$ cat src/rtl/ring_matmul_pkg.sv
// Shared types and helpers for the ring matrix multiplier.
// Assumes indices passed to ring_slot are below n.
package ring_matmul_pkg;

    typedef enum logic [1:0] {
        ST_IDLE  = 2'd0,
        ST_RUN   = 2'd1,
        ST_DRAIN = 2'd2,
        ST_DONE  = 2'd3
    } rm_state_e;

    // Slot that holds column col of row row in diagonal-first storage.
    function automatic int unsigned ring_slot(int unsigned col, int unsigned row, int unsigned n);
        return (col >= row) ? (col - row) : (col + n - row);
    endfunction

endpackage

$ cat src/rtl/ring_matmul_mac.sv
// Pipelined signed multiply-accumulate unit.
// Accepts one operand pair per cycle. The product passes through LAT
// registers and is then added into an accumulator. On the last term of a
// dot product it emits a write of the finished sum to the given slot.
// Assumes LAT >= 2 and AW >= 2*DW, and that the terms arrive in order.
module ring_matmul_mac #(
    parameter int DW  = 8,
    parameter int AW  = 20,
    parameter int LAT = 9,
    parameter int IW  = 2
) (
    input  logic                 clk,
    input  logic                 rst_n,
    input  logic                 in_vld,
    input  logic                 in_first,
    input  logic                 in_last,
    input  logic [IW-1:0]        in_slot,
    input  logic signed [DW-1:0] in_a,
    input  logic signed [DW-1:0] in_b,
    output logic                 wr_en,
    output logic [IW-1:0]        wr_slot,
    output logic signed [AW-1:0] wr_val
);
    localparam int PW = 2 * DW;

    logic signed [PW-1:0] prod_q  [LAT];
    logic                 vld_q   [LAT];
    logic                 first_q [LAT];
    logic                 last_q  [LAT];
    logic [IW-1:0]        slot_q  [LAT];
    logic signed [AW-1:0] acc_q;
    logic signed [PW-1:0] mul;
    logic signed [AW-1:0] prod_ext;
    logic signed [AW-1:0] acc_next;

    assign mul      = in_a * in_b;
    assign prod_ext = AW'(prod_q[LAT-1]);
    assign acc_next = first_q[LAT-1] ? prod_ext : acc_q + prod_ext;

    // Product pipeline: stage 0 captures the product, later stages delay it.
    always_ff @(posedge clk) begin
        if (!rst_n) begin
            for (int s = 0; s < LAT; s++) begin
                prod_q[s]  <= '0;
                vld_q[s]   <= 1'b0;
                first_q[s] <= 1'b0;
                last_q[s]  <= 1'b0;
                slot_q[s]  <= '0;
            end
        end else begin
            prod_q[0]  <= mul;
            vld_q[0]   <= in_vld;
            first_q[0] <= in_first;
            last_q[0]  <= in_last;
            slot_q[0]  <= in_slot;
            for (int s = 1; s < LAT; s++) begin
                prod_q[s]  <= prod_q[s-1];
                vld_q[s]   <= vld_q[s-1];
                first_q[s] <= first_q[s-1];
                last_q[s]  <= last_q[s-1];
                slot_q[s]  <= slot_q[s-1];
            end
        end
    end

    // Accumulator: restarts on the first term of each dot product.
    always_ff @(posedge clk) begin
        if (!rst_n)                acc_q <= '0;
        else if (vld_q[LAT-1])     acc_q <= acc_next;
    end

    assign wr_en   = vld_q[LAT-1] && last_q[LAT-1];
    assign wr_slot = slot_q[LAT-1];
    assign wr_val  = acc_next;

endmodule

$ cat src/rtl/ring_matmul_pe.sv
// One ring element: holds one A row, the B column currently passing
// through, a multiply-accumulate unit and its C row in diagonal-first order.
// On each issue cycle the A row rotates by one word, so it returns to its
// loaded order after a multiple of P issues. The column shifts by one word,
// taking the neighbour's head word at its tail.
// Assumes the loads and the issue are never active together; the top gates them.
module ring_matmul_pe #(
    parameter int N   = 4,
    parameter int P   = 3,
    parameter int DW  = 8,
    parameter int AW  = 20,
    parameter int LAT = 9,
    parameter int IW  = 2,
    parameter int KW  = 2
) (
    input  logic                     clk,
    input  logic                     rst_n,
    input  logic                     ld_a_we,
    input  logic                     ld_b_we,
    input  logic [KW-1:0]            ld_k,
    input  logic signed [DW-1:0]     ld_data,
    input  logic                     issue,
    input  logic                     first,
    input  logic                     last,
    input  logic [IW-1:0]            slot,
    input  logic signed [DW-1:0]     b_in,
    output logic signed [DW-1:0]     b_out,
    output logic                     wr_en_o,
    output logic [N-1:0][AW-1:0]     c_row
);
    logic signed [DW-1:0] a_sr [P];
    logic signed [DW-1:0] b_sr [P];
    logic                 wr_en;
    logic [IW-1:0]        wr_slot;
    logic signed [AW-1:0] wr_val;
    logic                 k_ok;

    assign k_ok  = int'(ld_k) < P;
    assign b_out = b_sr[0];

    // Operand storage: rotate A, shift B along the ring, or take a load.
    always_ff @(posedge clk) begin
        if (!rst_n) begin
            for (int j = 0; j < P; j++) begin
                a_sr[j] <= '0;
                b_sr[j] <= '0;
            end
        end else if (issue) begin
            for (int j = 0; j < P - 1; j++) begin
                a_sr[j] <= a_sr[j+1];
                b_sr[j] <= b_sr[j+1];
            end
            a_sr[P-1] <= a_sr[0];
            b_sr[P-1] <= b_in;
        end else begin
            if (ld_a_we && k_ok) a_sr[ld_k] <= ld_data;
            if (ld_b_we && k_ok) b_sr[ld_k] <= ld_data;
        end
    end

    ring_matmul_mac #(.DW(DW), .AW(AW), .LAT(LAT), .IW(IW)) u_mac (
        .clk      (clk),
        .rst_n    (rst_n),
        .in_vld   (issue),
        .in_first (first),
        .in_last  (last),
        .in_slot  (slot),
        .in_a     (a_sr[0]),
        .in_b     (b_sr[0]),
        .wr_en    (wr_en),
        .wr_slot  (wr_slot),
        .wr_val   (wr_val)
    );

    // Result row: slot s holds the column this element met at step s.
    always_ff @(posedge clk) begin
        if (!rst_n)      c_row <= '0;
        else if (wr_en)  c_row[wr_slot] <= wr_val;
    end

    assign wr_en_o = wr_en;

endmodule

$ cat src/rtl/ring_matmul_ctrl.sv
// Lockstep sequencer shared by all ring elements.
// It counts P issue cycles per rotation step and N steps per run. It then
// waits LAT cycles for the pipelines to drain and holds done until the
// next start. A start is accepted only in the idle or done state.
// Assumes N >= 2, P >= 2 and LAT >= 2.
module ring_matmul_ctrl
    import ring_matmul_pkg::*;
#(
    parameter int N   = 4,
    parameter int P   = 3,
    parameter int LAT = 9,
    parameter int IW  = 2,
    parameter int KW  = 2
) (
    input  logic          clk,
    input  logic          rst_n,
    input  logic          start,
    output logic          issue,
    output logic          first,
    output logic          last,
    output logic [IW-1:0] slot,
    output logic          busy,
    output logic          done
);
    localparam int DCW = $clog2(LAT);

    rm_state_e      state;
    logic [KW-1:0]  kcnt;
    logic [IW-1:0]  scnt;
    logic [DCW-1:0] dcnt;

    // State and counters: advance issue position, rotation step and drain.
    always_ff @(posedge clk) begin
        if (!rst_n) begin
            state <= ST_IDLE;
            kcnt  <= '0;
            scnt  <= '0;
            dcnt  <= '0;
        end else begin
            unique case (state)
                ST_IDLE, ST_DONE: begin
                    if (start) begin
                        state <= ST_RUN;
                        kcnt  <= '0;
                        scnt  <= '0;
                    end
                end
                ST_RUN: begin
                    if (kcnt == KW'(P - 1)) begin
                        kcnt <= '0;
                        if (scnt == IW'(N - 1)) begin
                            state <= ST_DRAIN;
                            dcnt  <= '0;
                        end else begin
                            scnt <= scnt + 1'b1;
                        end
                    end else begin
                        kcnt <= kcnt + 1'b1;
                    end
                end
                ST_DRAIN: begin
                    if (dcnt == DCW'(LAT - 1)) state <= ST_DONE;
                    else                       dcnt  <= dcnt + 1'b1;
                end
                default: state <= ST_IDLE;
            endcase
        end
    end

    assign issue = (state == ST_RUN);
    assign first = (kcnt == '0);
    assign last  = (kcnt == KW'(P - 1));
    assign slot  = scnt;
    assign busy  = (state == ST_RUN) || (state == ST_DRAIN);
    assign done  = (state == ST_DONE);

endmodule

$ cat src/rtl/ring_matmul.sv
// Top of the ring matrix multiplier: the load port, the sequencer, a
// generated ring of N elements, and the read port that maps (row, column)
// onto the diagonal-first slot of the row.
// Assumes N >= 2 and P >= 2; out-of-range loads are dropped and
// out-of-range reads return 0.
module ring_matmul
    import ring_matmul_pkg::*;
#(
    parameter int N   = 4,
    parameter int P   = 3,
    parameter int DW  = 8,
    parameter int AW  = 20,
    parameter int LAT = 9,
    localparam int IW = $clog2(N),
    localparam int KW = $clog2(P)
) (
    input  logic          clk,
    input  logic          rst_n,
    input  logic          ld_en,
    input  logic          ld_is_b,
    input  logic [IW-1:0] ld_idx,
    input  logic [KW-1:0] ld_k,
    input  logic [DW-1:0] ld_data,
    input  logic          start,
    output logic          done,
    input  logic [IW-1:0] rd_row,
    input  logic [IW-1:0] rd_col,
    output logic [AW-1:0] rd_data
);
    logic                 issue, first, last, busy;
    logic [IW-1:0]        slot;
    logic                 ld_ok;
    logic signed [DW-1:0] b_ring [N];
    logic [N-1:0]         wr_vec;
    logic [N-1:0][AW-1:0] c_rows [N];
    logic                 wr_any;

    assign ld_ok  = ld_en && !busy && (int'(ld_idx) < N);
    assign wr_any = |wr_vec;

    ring_matmul_ctrl #(.N(N), .P(P), .LAT(LAT), .IW(IW), .KW(KW)) u_ctrl (
        .clk   (clk),
        .rst_n (rst_n),
        .start (start),
        .issue (issue),
        .first (first),
        .last  (last),
        .slot  (slot),
        .busy  (busy),
        .done  (done)
    );

    for (genvar g = 0; g < N; g++) begin : g_pe
        ring_matmul_pe #(
            .N(N), .P(P), .DW(DW), .AW(AW), .LAT(LAT), .IW(IW), .KW(KW)
        ) u_pe (
            .clk     (clk),
            .rst_n   (rst_n),
            .ld_a_we (ld_ok && !ld_is_b && (int'(ld_idx) == g)),
            .ld_b_we (ld_ok &&  ld_is_b && (int'(ld_idx) == g)),
            .ld_k    (ld_k),
            .ld_data (ld_data),
            .issue   (issue),
            .first   (first),
            .last    (last),
            .slot    (slot),
            .b_in    (b_ring[(g + 1) % N]),
            .b_out   (b_ring[g]),
            .wr_en_o (wr_vec[g]),
            .c_row   (c_rows[g])
        );
    end

    // Read port: undo the per-row diagonal rotation.
    always_comb begin
        rd_data = '0;
        if (int'(rd_row) < N && int'(rd_col) < N)
            rd_data = c_rows[rd_row][IW'(ring_slot(int'(rd_col), int'(rd_row), N))];
    end

endmodule

$ cat config.mk
export PLATFORM = sky130hd
export DESIGN_NAME = ring_matmul
export DESIGN_NICKNAME = d
export VERILOG_FILES = /design/src/rtl/ring_matmul_pkg.sv /design/src/rtl/ring_matmul_mac.sv /design/src/rtl/ring_matmul_pe.sv /design/src/rtl/ring_matmul_ctrl.sv /design/src/rtl/ring_matmul.sv
export SDC_FILE = /design/constraint.sdc
export NUM_CORES = 2
export LEC_CHECK = 0
export CORE_MARGIN = 5
export CORE_UTILIZATION = 25
export CTS_BUF_LIST = sky130_fd_sc_hd__clkbuf_2
export CTS_CLUSTER_SIZE = 14
export DETAILED_ROUTE_END_ITERATION = 10
export PLACE_DENSITY = 0.45
export REMOVE_ABC_BUFFERS = 1
export SETUP_SLACK_MARGIN = 0.1
export SLEW_MARGIN = 20
export SYNTH_ARGS = -nofsm -noshare
export SYNTH_HDL_FRONTEND = slang
export SYNTH_SLANG_ARGS = --single-unit
$ cat constraint.sdc
create_clock -name clk -period 6.3 [get_ports clk]
set_input_delay 1.575 -clock clk [delete_from_list [all_inputs] [get_ports clk]]
set_output_delay 1.575 -clock clk [all_outputs]
set_load 0.05 [all_outputs]
==> impl_metrics.ini <==
[run_status]
status = finished clean

[detailed_routing]
drtIter0Drc = 2130
avgViaCountPerCell = 4.317
drt_wl_total_um = 133300
drt_first_pass_iters = 7
antenna_left = 0
vias = 37080
drcViolationCount = 0
routedWlPerCell_um = 15.52

[logic_synthesis]
synth_area_leaders = dfxtp_1 (37%), edfxtp_1 (10%), and2_1 (8.4%)
synth_top_area_share = 0.3721
synth_cell_types = 75
ys.flop_type = dfxtp_1
async_flop_share = 0
synth_seq_cells = 1223
syn_avg_cell_area_um2 = 10.49
ys_warn_count = 0
ys_top_cells_by_count = dfxtp_1 (1,031), and2_1 (747), nor2_1 (369)
synth.largest_area_cell = dfxtp_1
yosysSeqAreaShare = 0.4760
syn-cell-area_mm2 = 0.05547
synth_edf_count = 192
synth_most_common_cell = dfxtp_1
synth_cells = 5287

[worst_hold_path]
hold_depth = 1
hp-class = reg -> reg
hold_end = g_pe[1].u_pe.u_mac.prod_q[0][89]$_SDFF_PN0_
hold_start = g_pe[1].u_pe.u_mac.prod_q[0][73]$_SDFF_PN0_

[timing]
setup-violations-final = 0
fmax_mhz = 174.2
rsz0062_at_grt = false
drv_slew = 0
clock_skew_ns = 0.2069
period_share = 0.9110
finalCriticalPeriod_ns = 5.740
fin_setup_tns_ns = 0
worst_pin_slew_ns = 1.079
hold_viol_final = 0
slew_headroom = 0.2804

[run]
max_cap_violations = 0

[floorplan]
dieHeight_um = 481.0
core-area_mm2 = 0.2214
fp.dieW_um = 481.0
die_area_mm2 = 0.2314
initial_core_util = 0.2505
rows = 173
pin_count = 42

[finish]
drive_gt1_frac = 0.1279
area.growth.synth_to_final_pct = 11.44
fin_util = 0.2791
final_area_mm2 = 0.06181
layout.nets = 5844
fin_cells = 8590

[critical_path]
critical_path_class = in -> out
crit_buf_inv = 4
reg2reg_depth = 17
reg2reg_to = g_pe[1].u_pe.u_mac.prod_q[0][14]$_SDFF_PN0_
cp-start-kind = input pin
critPathSlowestCell = fa_1
max_stage_delay_ns = 0.51
critPathCaptureType = primary output
crit_top_cell = buf_12
worstPathMaxFanout = 17
required_ns = 4.72
timing.rr.start = g_pe[1].u_pe.b_sr[0][0]$_DFFE_PP_
r2r_slack_ns = 1.60
cp_top_family = buffers and inverters
crit_arrival_ns = 4.16
path_cells = clkdlybuf4s50_1, inv_1, ha_1, fa_1, mux2i_1, a21oi_4, buf_12, mux4_2, buf_12

[placed_design]
dp_cells = 8036
placed_area_mm2 = 0.05901
hpwl_um = 88670
gp_congestion = 0.7680
io_buffers = 41

[cts]
cts_num_sinks = 1223
clock_path_buffers = 4
cts_resized = 0
cts_buffers = 333
cts_tree = done
htreeDepth = 5
clock-root-buffer = clkbuf_2
holdBufCountCts = 0
clk_pin_slew_worst_paths_ns = 0.09
post_cts_buffers = 0
clock_latency_ns = 1.62

[power_and_ir_drop]
p_int_mw = 14.02
p_seq_frac = 0.429
p_switching_mw = 7.667
power.leakage_nw = 24.87
netSwitchingFraction = 0.3535
peakVddDrop_uv = 282.8
p_clk_frac = 0.249
power.total_mw = 21.69
p_comb_frac = 0.322
power_density_mw_per_mm2 = 350.9

[grt]
grt_first_pass_wirelength_um = 213500
antenna_found_initial = 4
grt_max_degree = 279
track_usage = 0.1144
grt_pass1_vias = 38100
overflow = 0
worst register-to-register path, delay by kind of cell, from the launching register on:
family	cells	cell delay, ns
buffers and inverters	4	0.18
adders and majority gates	5	2.27
AOI/OAI and AO/OA	5	0.85
and+or+nand+nor	2	0.31
DFF	1	0.57
xor gates and xnor gates	1	0.20
area by class of cell:
class	instances	area [um^2]
sequential	1223	26410
clock inverter	63	360.3
tap	2975	3722
multi-input combinational	3393	26550
inverter	367	1385
timing repair buffer	78	943.4
antenna	8	20.02
fill	23510	159600
clock buffer	483	2417
routing by layer:
layer	global-route usage	part of all wire
met5	0	0
met4	0.03692	0.024
met1	0.1582	0.49
met2	0.1769	0.44
met3	0.02608	0.046
metrics by stage:
stage	setup WS (ns)	hold WS, ns
final	0.5604	0.3526
after global routing	0.4509	0.06226
after CTS	0.5272	0.04989
after detailed placement	0.5456	0.4169
after global placement	0.5116	0.4138
after floorplan	-4.061	0.4118
power by group through the flow:
stage	Clock [mW]	Sequential, mW	Combinational [mW]
3_3_place_gp	0	9.50	7.05
2_1_floorplan	0	9.22	5.56
5_1_grt	6.14	9.42	8.23
4_1_cts	5.72	9.33	7.16
3_5_place_dp	0	9.52	7.10
6_report	5.40	9.31	6.98
kinds of logic (layout without fill, tap and decap cells):
kind of cell / after synthesis / count (layout) / share of synthesized area
buffers and inverters: 671 / 991 / 0.04595
XOR/XNOR: 104 / 104 / 0.01642
AND/OR/NAND/NOR: 1621 / 1621 / 0.1539
multiplexers: 153 / 153 / 0.05039
adder cells (fa/ha/maj): 427 / 427 / 0.1268
AO/OA/AOI/OAI: 1088 / 1088 / 0.1305
other: 0 / 8 / 0
flip-flops: 1223 / 1223 / 0.4760
flip-flops by register name, summed over array words and instances, names as in the netlist:
| register | count |
|---|---|
| g_pe.u_pe.a_sr | 96 |
| g_pe.u_pe.b_sr | 96 |
| g_pe.u_pe.c_row | 320 |
| g_pe.u_pe.u_mac.acc_q | 80 |
| g_pe.u_pe.u_mac.first_q | 9 |
| g_pe.u_pe.u_mac.last_q | 9 |
| g_pe.u_pe.u_mac.prod_q | 576 |
| g_pe.u_pe.u_mac.slot_q | 18 |
| g_pe.u_pe.u_mac.vld_q | 9 |
| u_ctrl.dcnt | 4 |
| u_ctrl.kcnt | 2 |
| u_ctrl.slot | 2 |
| u_ctrl.state | 2 |
worst max-delay path by stage:
stage,slack [ns],endpoint,depth (start not counted),start
after global placement,0.51,rd_data[10],9,rd_col[0]
after detailed placement,0.55,rd_data[9],9,rd_col[0]
after CTS,0.53,rd_data[12],9,rd_col[0]
final,0.56,rd_data[9],9,rd_col[0]
after global routing,0.45,rd_data[9],9,rd_col[0]
after floorplan,-4.06,g_pe[3].u_pe.c_row[19]$_SDFFE_PN0P_,3,g_pe[0].u_pe.u_mac.vld_q[0][8]$_SDFF_PN0_
layout by cell type (no fill, tap or decap), types with 16 or more instances in the layout:
master	Yosys	final
a21o_1	33	33
and2_1	747	744
o21ai_1	2	19
mux2i_1	43	43
buf_4	4	33
xor2_1	36	36
nor2_1	369	369
a22o_1	192	192
inv_1	367	366
nand2b_1	32	32
buf_12	0	26
clkbuf_2	0	483
a31oi_1	30	30
and3_1	17	17
nand2_1	241	241
xnor2_1	68	68
nand3_1	53	53
mux4_2	100	100
fa_1	225	225
o21a_1	16	16
nor2b_1	55	55
dfxtp_1	1031	1029
ha_1	202	201
a211oi_1	210	210
o211ai_1	20	20
a21oi_1	257	254
o21ai_0	236	219
clkinv_1	0	45
edfxtp_1	192	192
nor3_1	46	45
Power figures use the tool's default switching activity.
